### src/rtl/smul_pkg.sv
package smul_pkg;
  typedef enum logic {
    SM_IDLE = 1'b0,
    SM_RUN  = 1'b1
  } smul_state_e;
endpackage

### src/rtl/smul_ctrl.sv
module smul_ctrl #(
  parameter int N = 8
) (
  input  logic clk,
  input  logic rst_n,
  input  logic start,
  output logic accept,
  output logic step_en,
  output logic last_step,
  output logic busy,
  output logic done
);
  import smul_pkg::*;
  localparam int CNT_W = (N > 1) ? $clog2(N) : 1;
  localparam logic [CNT_W-1:0] LAST_CNT = CNT_W'(N - 1);

  smul_state_e state_q;
  logic [CNT_W-1:0] cnt_q;
  logic done_q;

  assign busy      = (state_q == SM_RUN);
  assign accept    = start && !busy;
  assign step_en   = busy;
  assign last_step = busy && (cnt_q == LAST_CNT);
  assign done      = done_q;

  always_ff @(posedge clk or negedge rst_n) begin
    if (!rst_n) begin
      state_q <= SM_IDLE;
      cnt_q   <= '0;
      done_q  <= 1'b0;
    end else begin
      done_q <= last_step;
      if (accept) begin
        state_q <= SM_RUN;
        cnt_q   <= '0;
      end else if (last_step) begin
        state_q <= SM_IDLE;
        cnt_q   <= '0;
      end else if (busy) begin
        cnt_q <= cnt_q + 1'b1;
      end
    end
  end
endmodule

### src/rtl/smul_datapath.sv
module smul_datapath #(
  parameter int N = 8
) (
  input  logic           clk,
  input  logic           rst_n,
  input  logic           load,
  input  logic           step_en,
  input  logic [N-1:0]   a_in,
  input  logic [N-1:0]   b_in,
  output logic [2*N:0]   acc_o
);
  localparam int ACC_W = 2 * N + 1;

  logic [N-1:0]     mcand_q;
  logic [N-1:0]     mplier_q;
  logic [ACC_W-1:0] acc_q;

  // One shift-accumulate step: add the gated multiplicand to the upper
  // N+1 bits, then shift the whole register right by one place.
  function automatic logic [ACC_W-1:0] acc_step(
    input logic [ACC_W-1:0] acc,
    input logic [N-1:0]     mc,
    input logic             bit_in
  );
    logic [N:0] upper;
    upper = acc[2*N:N] + {1'b0, (bit_in ? mc : {N{1'b0}})};
    return {1'b0, upper, acc[N-1:1]};
  endfunction

  always_ff @(posedge clk or negedge rst_n) begin
    if (!rst_n) begin
      mcand_q  <= '0;
      mplier_q <= '0;
      acc_q    <= '0;
    end else if (load) begin
      mcand_q  <= a_in;
      mplier_q <= b_in;
      acc_q    <= '0;
    end else if (step_en) begin
      acc_q    <= acc_step(acc_q, mcand_q, mplier_q[0]);
      mplier_q <= mplier_q >> 1;
    end
  end

  assign acc_o = acc_q;
endmodule

### src/rtl/smul_serpar.sv
module smul_serpar #(
  parameter int N = 8
) (
  input  logic           clk,
  input  logic           rst_n,
  input  logic           start,
  input  logic [N-1:0]   a_in,
  input  logic [N-1:0]   b_in,
  output logic [2*N:0]   product,
  output logic           done
);
  logic accept;
  logic step_en;
  logic last_step;
  logic busy;

  smul_ctrl #(.N(N)) i_ctrl (
    .clk       (clk),
    .rst_n     (rst_n),
    .start     (start),
    .accept    (accept),
    .step_en   (step_en),
    .last_step (last_step),
    .busy      (busy),
    .done      (done)
  );

  smul_datapath #(.N(N)) i_dp (
    .clk     (clk),
    .rst_n   (rst_n),
    .load    (accept),
    .step_en (step_en),
    .a_in    (a_in),
    .b_in    (b_in),
    .acc_o   (product)
  );
endmodule

### config.mk
export PLATFORM = sky130hd
export DESIGN_NAME = smul_serpar
export DESIGN_NICKNAME = d
export VERILOG_FILES = /design/src/rtl/smul_pkg.sv /design/src/rtl/smul_ctrl.sv /design/src/rtl/smul_datapath.sv /design/src/rtl/smul_serpar.sv
export SDC_FILE = /design/constraint.sdc
export NUM_CORES = 1
export LEC_CHECK = 0
export CORE_MARGIN = 5
export CORE_UTILIZATION = 40
export CTS_BUF_LIST = sky130_fd_sc_hd__clkbuf_8
export DETAILED_ROUTE_END_ITERATION = 10
export PLACE_DENSITY = 0.63
export SLEW_MARGIN = 20
export SYNTH_ARGS = -nofsm -noshare
export SYNTH_HDL_FRONTEND = slang
export SYNTH_HIERARCHICAL = 1
export SYNTH_SLANG_ARGS = --single-unit
export TNS_END_PERCENT = 30
### constraint.sdc
create_clock -name clk -period 3.18 [get_ports clk]
set_input_delay 0.318 -clock clk [delete_from_list [all_inputs] [get_ports clk]]
set_output_delay 0.318 -clock clk [all_outputs]
set_load 0.02 [all_outputs]
==> results of run 1 <==
-- registers in the layout (all words and copies together) (netlist names) --
name	count
i_ctrl/cnt_q	3
i_ctrl/busy	1
i_ctrl/done	1
i_dp/acc_o	16
i_dp/mcand_q	8
i_dp/mplier_q	8
-- worst min-delay path by stage --
| stage | start | endpoint | slack [ns] | depth (start not counted) |
|---|---|---|---|---|
| floorplan | rst_n | i_ctrl/busy | 0.02 | 0 |
| global placement | rst_n | i_ctrl/cnt_q[2] | 0.45 | 1 |
| detailed placement | rst_n | i_ctrl/cnt_q[2] | 0.47 | 1 |
| CTS | rst_n | i_dp/acc_o[11] | 0.14 | 1 |
| global route | rst_n | i_ctrl/cnt_q[0] | 0.19 | 1 |
| finish | rst_n | i_ctrl/done | 0.11 | 1 |
-- through the flow --
step	std cells	hold WS (ns)	power (mW)	setup slack (ns)
after global routing	279	0.195	2.56	1.03
final	279	0.113	2.37	1.16
after detailed placement	271	0.471	2.07	1.04
after floorplan	175	0.0224	1.69	1.40
after CTS	279	0.142	2.40	1.14
after global placement	271	0.452	2.02	1.11
-- layout make-up --
type / instances / area [um2] / area share
clock buffer: 5 / 68.8 / 0.0284
sequential: 37 / 926 / 0.382
tap: 67 / 83.8 / 0.0346
inverter: 2 / 7.51 / 0.00310
timing repair buffer: 38 / 368 / 0.152
multi-input combinational: 127 / 952 / 0.393
clock inverter: 3 / 15.0 / 0.00620
-- cells in the final DEF (no fill, tap or decap), types with 2 or more instances in the layout --
cell type	instances
mux2i_1	16
xnor2_1	3
buf_4	3
nand2b_1	7
and2_1	9
nor3_1	2
clkbuf_8	5
a21oi_1	4
nand2_1	15
dfrtp_1	37
a211oi_1	4
nor2_1	13
o21ai_0	8
o21ai_1	7
ha_1	10
inv_1	4
clkdlybuf4s50_1	34
mux2_2	8
-- report_power, final --
part | switching (mW) | leakage [nW] | total [mW] | internal, mW
clock network | 0.164 | 0.0467 | 0.313 | 0.149
logic | 0.618 | 0.613 | 1.23 | 0.607
registers | 0.147 | 0.464 | 0.829 | 0.682
-- cells in the mapped netlist (2+ instances only) --
master	number
a211oi_1	4
a21oi_1	4
and2_1	9
buf_2	4
buf_4	4
dfrtp_1	37
ha_1	10
inv_1	2
mux2_2	8
mux2i_1	16
nand2_1	15
nand2b_1	7
nor2_1	13
nor3_1	2
o21ai_0	8
o21ai_1	7
xnor2_1	3
-- layer usage --
metal / vias to the layer above / track usage / wire (um)
li1: 679 / - / -
met1: 672 / 0.165 / 1740
met2: 30 / 0.225 / 1940
met3: 6 / 0.0497 / 223
met4: 0 / 0.0464 / 60
met5: - / 0 / 0
-- cell families (layout without fill, tap and decap cells) --
group / count (synthesis) / count (layout)
and+or+nand+nor: 50 / 50
xor gates and xnor gates: 4 / 4
DFF: 37 / 37
buffers and inverters: 11 / 48
other: 1 / 1
AOI/OAI and AO/OA: 36 / 36
muxes: 25 / 25
adders and majority gates: 11 / 11
==> results.txt, run 1 <==
Adder-Cell Fraction of Synth Area -> 0.0746
final worst-path cycle share -> 0.634
wire per inst -> 14.2 um
Root Buffer -> clkbuf_8
post-CTS sizing -> 0
Setup TNS Final -> 0 ns
Arr. time, crit path -> 2.21 ns
cell taking the most area after synthesis -> dfrtp_1
R2R depth -> 7
Post-synth EDFFs -> 0
CTS Sinks -> 37
Total GRT Usage -> 0.137
Netlist cell types -> 39
Largest stage delay, worst path -> 0.48 ns
vias in the first global route -> 1399
diodes inserted -> 0
RSZ-0062 raised after global routing -> no
antenna violations before repair -> 0
Die ar. -> 6360 um2
fmax -> 496 MHz
worst hold path class -> input pin to async pin
row count -> 25
Die Width -> 79.7 um
first-pass GRT wire length -> 6700 um
largest net degree at the start of global routing -> 38
Crit-path slowest cell -> dfrtp_1
Slew Limit Fails -> 0
H-tree levels -> 2
P_leak -> 1.12 nW
CP Class -> flop to flop
CP top delay family -> adder cells
largest family of logic cells by synthesized area -> compound AO/OA/AOI/OAI gates
kind of end point of the critical path -> flop
Post-CTS Hold Buffers -> 0
CTS max path bufs -> 2
worst reg2reg path endpoint -> i_dp/acc_o[13]
Buffers on Ports -> 35
Initial DRC Count -> 55
drc violations -> 0
Initial Utilization -> 0.412
First-pass DRT Iterations -> 4
Final Net Count -> 241
Worst Path Buf+Inv -> 0
Post-CTS Setup Inserts -> 0
Period minus WS final -> 2.02 ns
detailed-route via count -> 1387
Die Y -> 79.7 um
top-area cell type share of the netlist area -> 0.476
fillers -> 421
PD cells -> 978 nW/um2
worst setup path startpoint -> i_dp/mplier_q[0]
number of synthesized register bits -> 37
post-DP HPWL -> 2890 um
antenna viol nets, final -> 0
sequential area share after synthesis -> 0.476
Via-to-Cell Ratio -> 4.97
Remaining Overflow, GRT -> 0
FF-to-FF Start -> i_dp/mplier_q[0]
critical path depth -> 7
Num CTS Buffers -> 5
Total Wirelength -> 3970 um
Placer Congestion -> 0.863
final hold violations -> 0
Area Growth Syn to Fin -> 24.5%
CTS tree -> built
crit path cell chain -> and2_1 -> ha_1 -> fa_1 -> nand3_2 -> a31oi_2 -> o21a_1 -> o31ai_2
synthesized area per cell -> 11.1 um2
status -> complete, no violations
Clock Latency Late Sink -> 0.29 ns
xor and xnor area share after synthesis -> 0.0180
final std cell area, no fill -> 2420 um2
post-synthesis mux area share -> 0.134
Compound-Gate Fraction of Synth Area -> 0.134
CP max FO -> 9
reg-to-reg slack, setup -> 1.16 ns
Tightest Pin Transition -> 0.899 ns
placed inst area -> 2340 um2
CP endpoint -> i_dp/acc_o[13]
IO Pins -> 37
Required @ worst endpoint -> 3.37 ns
asr flop ratio synth -> 1.00
core footprint -> 4720 um2
worst vdd ir -> 0.405 mV
cells taking the most area after synthesis -> dfrtp_1 48%, mux2i_1 8.2%, ha_1 6.4%, mux2_2 4.6%, and2_1 2.9%
Rel. slew slack -> 0.398
proportion of layout cells with a drive suffix above 1 -> 0.127
Max-Cap Viols -> 0
post-layout util -> 0.513
synth warn -> 6
simple-gate share of the synthesized area -> 0.125
Mapped Nets -> 205
startpoint class of the critical path -> flop
ys flop type -> dfrtp_1
Mapped Cells -> 175
Worst-path clk slew -> 0.07 ns
setup violators final -> 0
Final Skew -> 0.00670 ns
synthesized cell area -> 1940 um2
Note: power is estimated with default switching activity, not from simulation.
==> run 2, diff against run 1 <==
- clock period: 3.18 -> 1.9 ns (I/O delays scaled with it)
==> run 2 against run 1 <==
Against the previous run:
- the flow now finishes with violations (negative hold slack)
- final cell count up 0.36%
- sequential cell count unchanged
- combinational power up 75%
- sequential power up 68%
- clock skew down 0.0029 ns
- via count up 0.14%
- critical path depth unchanged
- setup slack worse by 1.1 ns
- routed wire length up 2.1%
- design area up 2.5%
- non-clock buffer count up 1
- critical path type unchanged
==> results.txt, run 2 (synthesized netlist as in run 1, its figures left out) <==
Placer Congestion -> 0.903
Largest stage delay, worst path -> 0.40 ns
Arr. time, crit path -> 2.03 ns
crit path cell chain -> buf_4 -> and2_1 -> ha_1 -> a21oi_2 -> a31oi_2 -> o21a_1 -> o31ai_2
H-tree levels -> 2
Crit-path slowest cell -> dfrtp_1
Final Skew -> 0.00381 ns
proportion of layout cells with a drive suffix above 1 -> 0.160
status -> finished with violations
Slew Limit Fails -> 0
drc violations -> 0
detailed-route via count -> 1389
core footprint -> 4720 um2
commonest non-fill, non-tap cell in the layout -> dfrtp_1
Remaining Overflow, GRT -> 0
placed inst area -> 2360 um2
diodes inserted -> 0
kind of end point of the critical path -> flop
Num CTS Buffers -> 5
CTS tree -> built
Max-Cap Viols -> 0
Die Width -> 79.7 um
startpoint class of the critical path -> flop
CP max FO -> 6
CTS Sinks -> 37
CP Class -> flop to flop
Clock Latency Late Sink -> 0.28 ns
Period minus WS final -> 1.83 ns
CP top delay family -> compound AO/OA/AOI/OAI gates
Initial DRC Count -> 94
fmax -> 546 MHz
Worst Path Buf+Inv -> 1
Required @ worst endpoint -> 2.10 ns
post-DP HPWL -> 2880 um
Rel. slew slack -> 0.458
PD cells -> 1670 nW/um2
IO Pins -> 37
Initial Utilization -> 0.412
row count -> 25
Die ar. -> 6360 um2
P_leak -> 1.14 nW
Die Y -> 79.7 um
area occupied by multi-input gates -> 975 um2
Final Net Count -> 242
RSZ-0062 raised after global routing -> yes
Buffers on Ports -> 35
Total Wirelength -> 4060 um
Tightest Pin Transition -> 0.813 ns
worst vdd ir -> 0.758 mV
max FFs per register -> 16
worst hold path class -> input pin to async pin
setup violators final -> 0
Via-to-Cell Ratio -> 4.96
Post-CTS Hold Buffers -> 0
hold slack -> -0.00127 ns
Setup TNS Final -> 0 ns
First-pass DRT Iterations -> 4
Root Buffer -> clkbuf_8
final worst-path cycle share -> 0.965
largest net degree at the start of global routing -> 43
Worst-path clk slew -> 0.07 ns
fillers -> 422
failing checks -> negative hold slack
most frequent cells in the layout -> 37 x dfrtp_1, 34 x clkdlybuf4s50_1, 16 x mux2i_1
antenna violations before repair -> 0
Total GRT Usage -> 0.140
final hold violations -> 2
first-pass GRT wire length -> 6940 um
register area -> 926 um2
wire per inst -> 14.5 um
CTS max path bufs -> 2
Inst Count DP -> 272
vias in the first global route -> 1498
Non-Filler Instances -> 280
antenna viol nets, final -> 0
Area Growth Syn to Fin -> 27.6%
final std cell area, no fill -> 2480 um2
## run 2: layout make-up
class                      instances  share of cell area
multi-input combinational        127               0.393
sequential                        37               0.373
timing repair buffer              39               0.156
clock buffer                       7              0.0388
tap                               67              0.0338
inverter                           2             0.00303
clock inverter                     1             0.00202
## run 2: metrics by stage
stage	hold WS, ns	utilization	setup WS (ns)	power [mW]
5_1_grt	0.0781	0.525	-0.0347	4.46
4_1_cts	0.0240	0.521	0.0294	4.12
3_3_place_gp	0.322	0.499	0.114	3.43
2_1_floorplan	-0.106	-	0.122	2.84
6_report	-0.00127	0.525	0.0670	4.13
3_5_place_dp	0.339	0.499	0.0592	3.51
## run 2: path summary, 6_finish.rpt
| kind | end | start | cells after the start | slack (ns) |
|---|---|---|---|---|
| max reg2reg | i_dp/acc_o[13] | i_dp/mplier_q[0] | 7 | 0.07 |
| max | i_dp/acc_o[13] | i_dp/mplier_q[0] | 7 | 0.07 |
| max in group asynchronous | i_dp/acc_o[4] | rst_n | 1 | 1.39 |
| min reg2reg | i_dp/mcand_q[0] | i_dp/mcand_q[0] | 1 | 0.50 |
| min in group clk | i_dp/mplier_q[6] | b_in[6] | 3 | 0.46 |
| min | i_ctrl/cnt_q[0] | rst_n | 1 | -0.001 |
## run 2: layer usage
metal,vias up,track usage,share of wire
met5,-,0,0
met4,0,0.0567,0.014
met3,6,0.0327,0.038
met2,27,0.222,0.49
met1,672,0.182,0.46
li1,684,-,-
## run 2: power by group
part | leakage [nW] | switching [mW] | internal (mW)
clock network | 0.0542 | 0.262 | 0.328
registers | 0.464 | 0.252 | 1.14
logic | 0.618 | 1.08 | 1.07
total | 1.14 | 1.59 | 2.54
## run 2: repair_timing
item / CTS / global route
setup buffers: 0 / 0
setup endpoints to repair: 0 / 4
hold endpoints to repair: 0 / 0
gates resized for setup: 0 / 5
## run 2: worst register-to-register path, delay by kind of cell (launching register included)
kind / cells / cell delay [ns]
AND/OR/NAND/NOR: 1 / 0.14
flip-flops: 1 / 0.40
AO/OA/AOI/OAI: 4 / 0.70
buffers and inverters: 1 / 0.16
adder cells (fa/ha/maj): 1 / 0.35
==> run 3, diff against run 2 <==
- GPL_TIMING_DRIVEN: default -> 0
==> run 3 against run 2 <==
Against the previous run:
- the flow now finishes without violations
- largest power group unchanged
- non-clock buffer count increased by 10
- global-route usage increased by 0.53 points
- via count increased by 3.2%
- sequential power about the same
- core utilization increased by 1.6 points
- die area unchanged
- sequential cell count unchanged
- power increased by 0.75%
- first-iteration DRC count increased by 9.6%
- critical endpoint unchanged
- sequential share of layout area decreased by 1.0 points
- maximum frequency decreased by 0.53%
- final cell count increased by 3.2%
==> results.txt, run 3 (synthesized netlist as in run 1, its figures left out) <==
status -> complete, no violations
Root Buffer -> clkbuf_8
core footprint -> 4720 um2
CTS tree -> built
Slew Limit Fails -> 0
Max-Cap Viols -> 0
RSZ-0062 raised after global routing -> yes
final worst-path cycle share -> 0.970
Final Skew -> 0.00789 ns
Buffers on Ports -> 35
Die Y -> 79.7 um
Die ar. -> 6360 um2
reg-to-reg slack, setup -> 0.06 ns
commonest non-fill, non-tap cell in the layout -> dfrtp_1
antenna viol nets, final -> 0
drc violations -> 0
row count -> 25
wire per inst -> 14.8 um
setup ws final -> 0.0572 ns
most frequent cells in the layout -> 36 x dfrtp_1, 34 x clkdlybuf4s50_1, 16 x mux2i_1
kind of end point of the critical path -> flop
Remaining Overflow, GRT -> 0
CP Class -> flop to flop
H-tree levels -> 2
Placer Congestion -> 0.861
IO Pins -> 37
First-pass DRT Iterations -> 4
Total GRT Usage -> 0.145
proportion of layout cells with a drive suffix above 1 -> 0.189
final hold violations -> 0
startpoint class of the critical path -> flop
Required @ worst endpoint -> 2.09 ns
Num CTS Buffers -> 5
Clock Latency Late Sink -> 0.28 ns
P_leak -> 1.18 nW
largest net degree at the start of global routing -> 24
CTS Sinks -> 37
Die Width -> 79.7 um
post-DP HPWL -> 3180 um
worst vdd ir -> 0.851 mV
Initial DRC Count -> 103
Period minus WS final -> 1.84 ns
Total Wirelength -> 4270 um
pre-CTS setup slack -> -0.0592 ns
detailed-route via count -> 1433
first-pass GRT wire length -> 7160 um
CTS max path bufs -> 2
Arr. time, crit path -> 2.04 ns
max FFs per register -> 16
Area Growth Syn to Fin -> 31.5%
Final Net Count -> 252
Initial Utilization -> 0.412
Worst-path clk slew -> 0.07 ns
worst hold path class -> input pin to async pin
setup violators final -> 0
PD cells -> 1630 nW/um2
hold slack -> 0.368 ns
Via-to-Cell Ratio -> 4.96
vias in the first global route -> 1563
CP max FO -> 5
post-layout util -> 0.541
fmax -> 543 MHz
diodes inserted -> 0
antenna violations before repair -> 0
run 3: cell type report:
class,count,area (um2)
plain buffers,9,61.3
clock buffers,6,82.6
clock inverters,1,3.75
fillers,411,2170
inverters,2,7.51
multi-input cells,127,985
flip-flops and latches,37,927
well taps,67,83.8
repair buffers,40,405
run 3: path summary, 6_finish.rpt:
path,start,end,cells past startpoint
setup / recovery,i_dp/mplier_q[0],i_dp/acc_o[13],7
hold / removal,rst_n,i_ctrl/busy,2
setup reg to reg,i_dp/mplier_q[0],i_dp/acc_o[13],7
hold reg to reg,i_dp/mcand_q[4],i_dp/mcand_q[4],1
max in group asynchronous,rst_n,i_dp/mplier_q[0],3
min in group clk,b_in[6],i_dp/mplier_q[6],3
run 3: repair_timing:
action | in CTS | in global routing
buffers inserted | 2 | 1
resized for setup | 1 | 5
endpoints found under the hold margin | 14 | 0
cloned | 0 | 0
pin swaps | 0 | 2
hold buffers | 1 | 0
setup endpoints to repair | 3 | 4
run 3: metrics by stage:
stage                     cell area [um2]  power, mW  setup TNS (ns)  std cells
after floorplan                      1940       2.84               0        175
after global placement               2380       3.43           -7.17        277
after detailed placement             2400       3.53          -0.471        278
after CTS                            2510       4.12               0        288
after global routing                 2560       4.50         -0.0561        289
final                                2560       4.16               0        289
run 3: worst max-delay path, stage by stage (launching register included):
cell     delay (ns)
dfrtp_2        0.44
and2_1         0.15
ha_1           0.23
fa_2           0.38
nand3_2        0.09
a31oi_2        0.11
o21a_1         0.20
o31ai_2        0.16
run 3: power breakdown:
part / switching [mW] / internal [mW]
combinational: 1.09 / 1.14
sequential: 0.256 / 1.14
clock: 0.251 / 0.282
total: 1.60 / 2.56
run 3: routing by layer:
layer | up-vias | global-route usage | wire [um]
met5 | - | 0 | 0
met4 | 0 | 0.0447 | 38
met3 | 4 | 0.0384 | 182
met2 | 28 | 0.246 | 2190
met1 | 699 | 0.179 | 1860
li1 | 702 | - | -
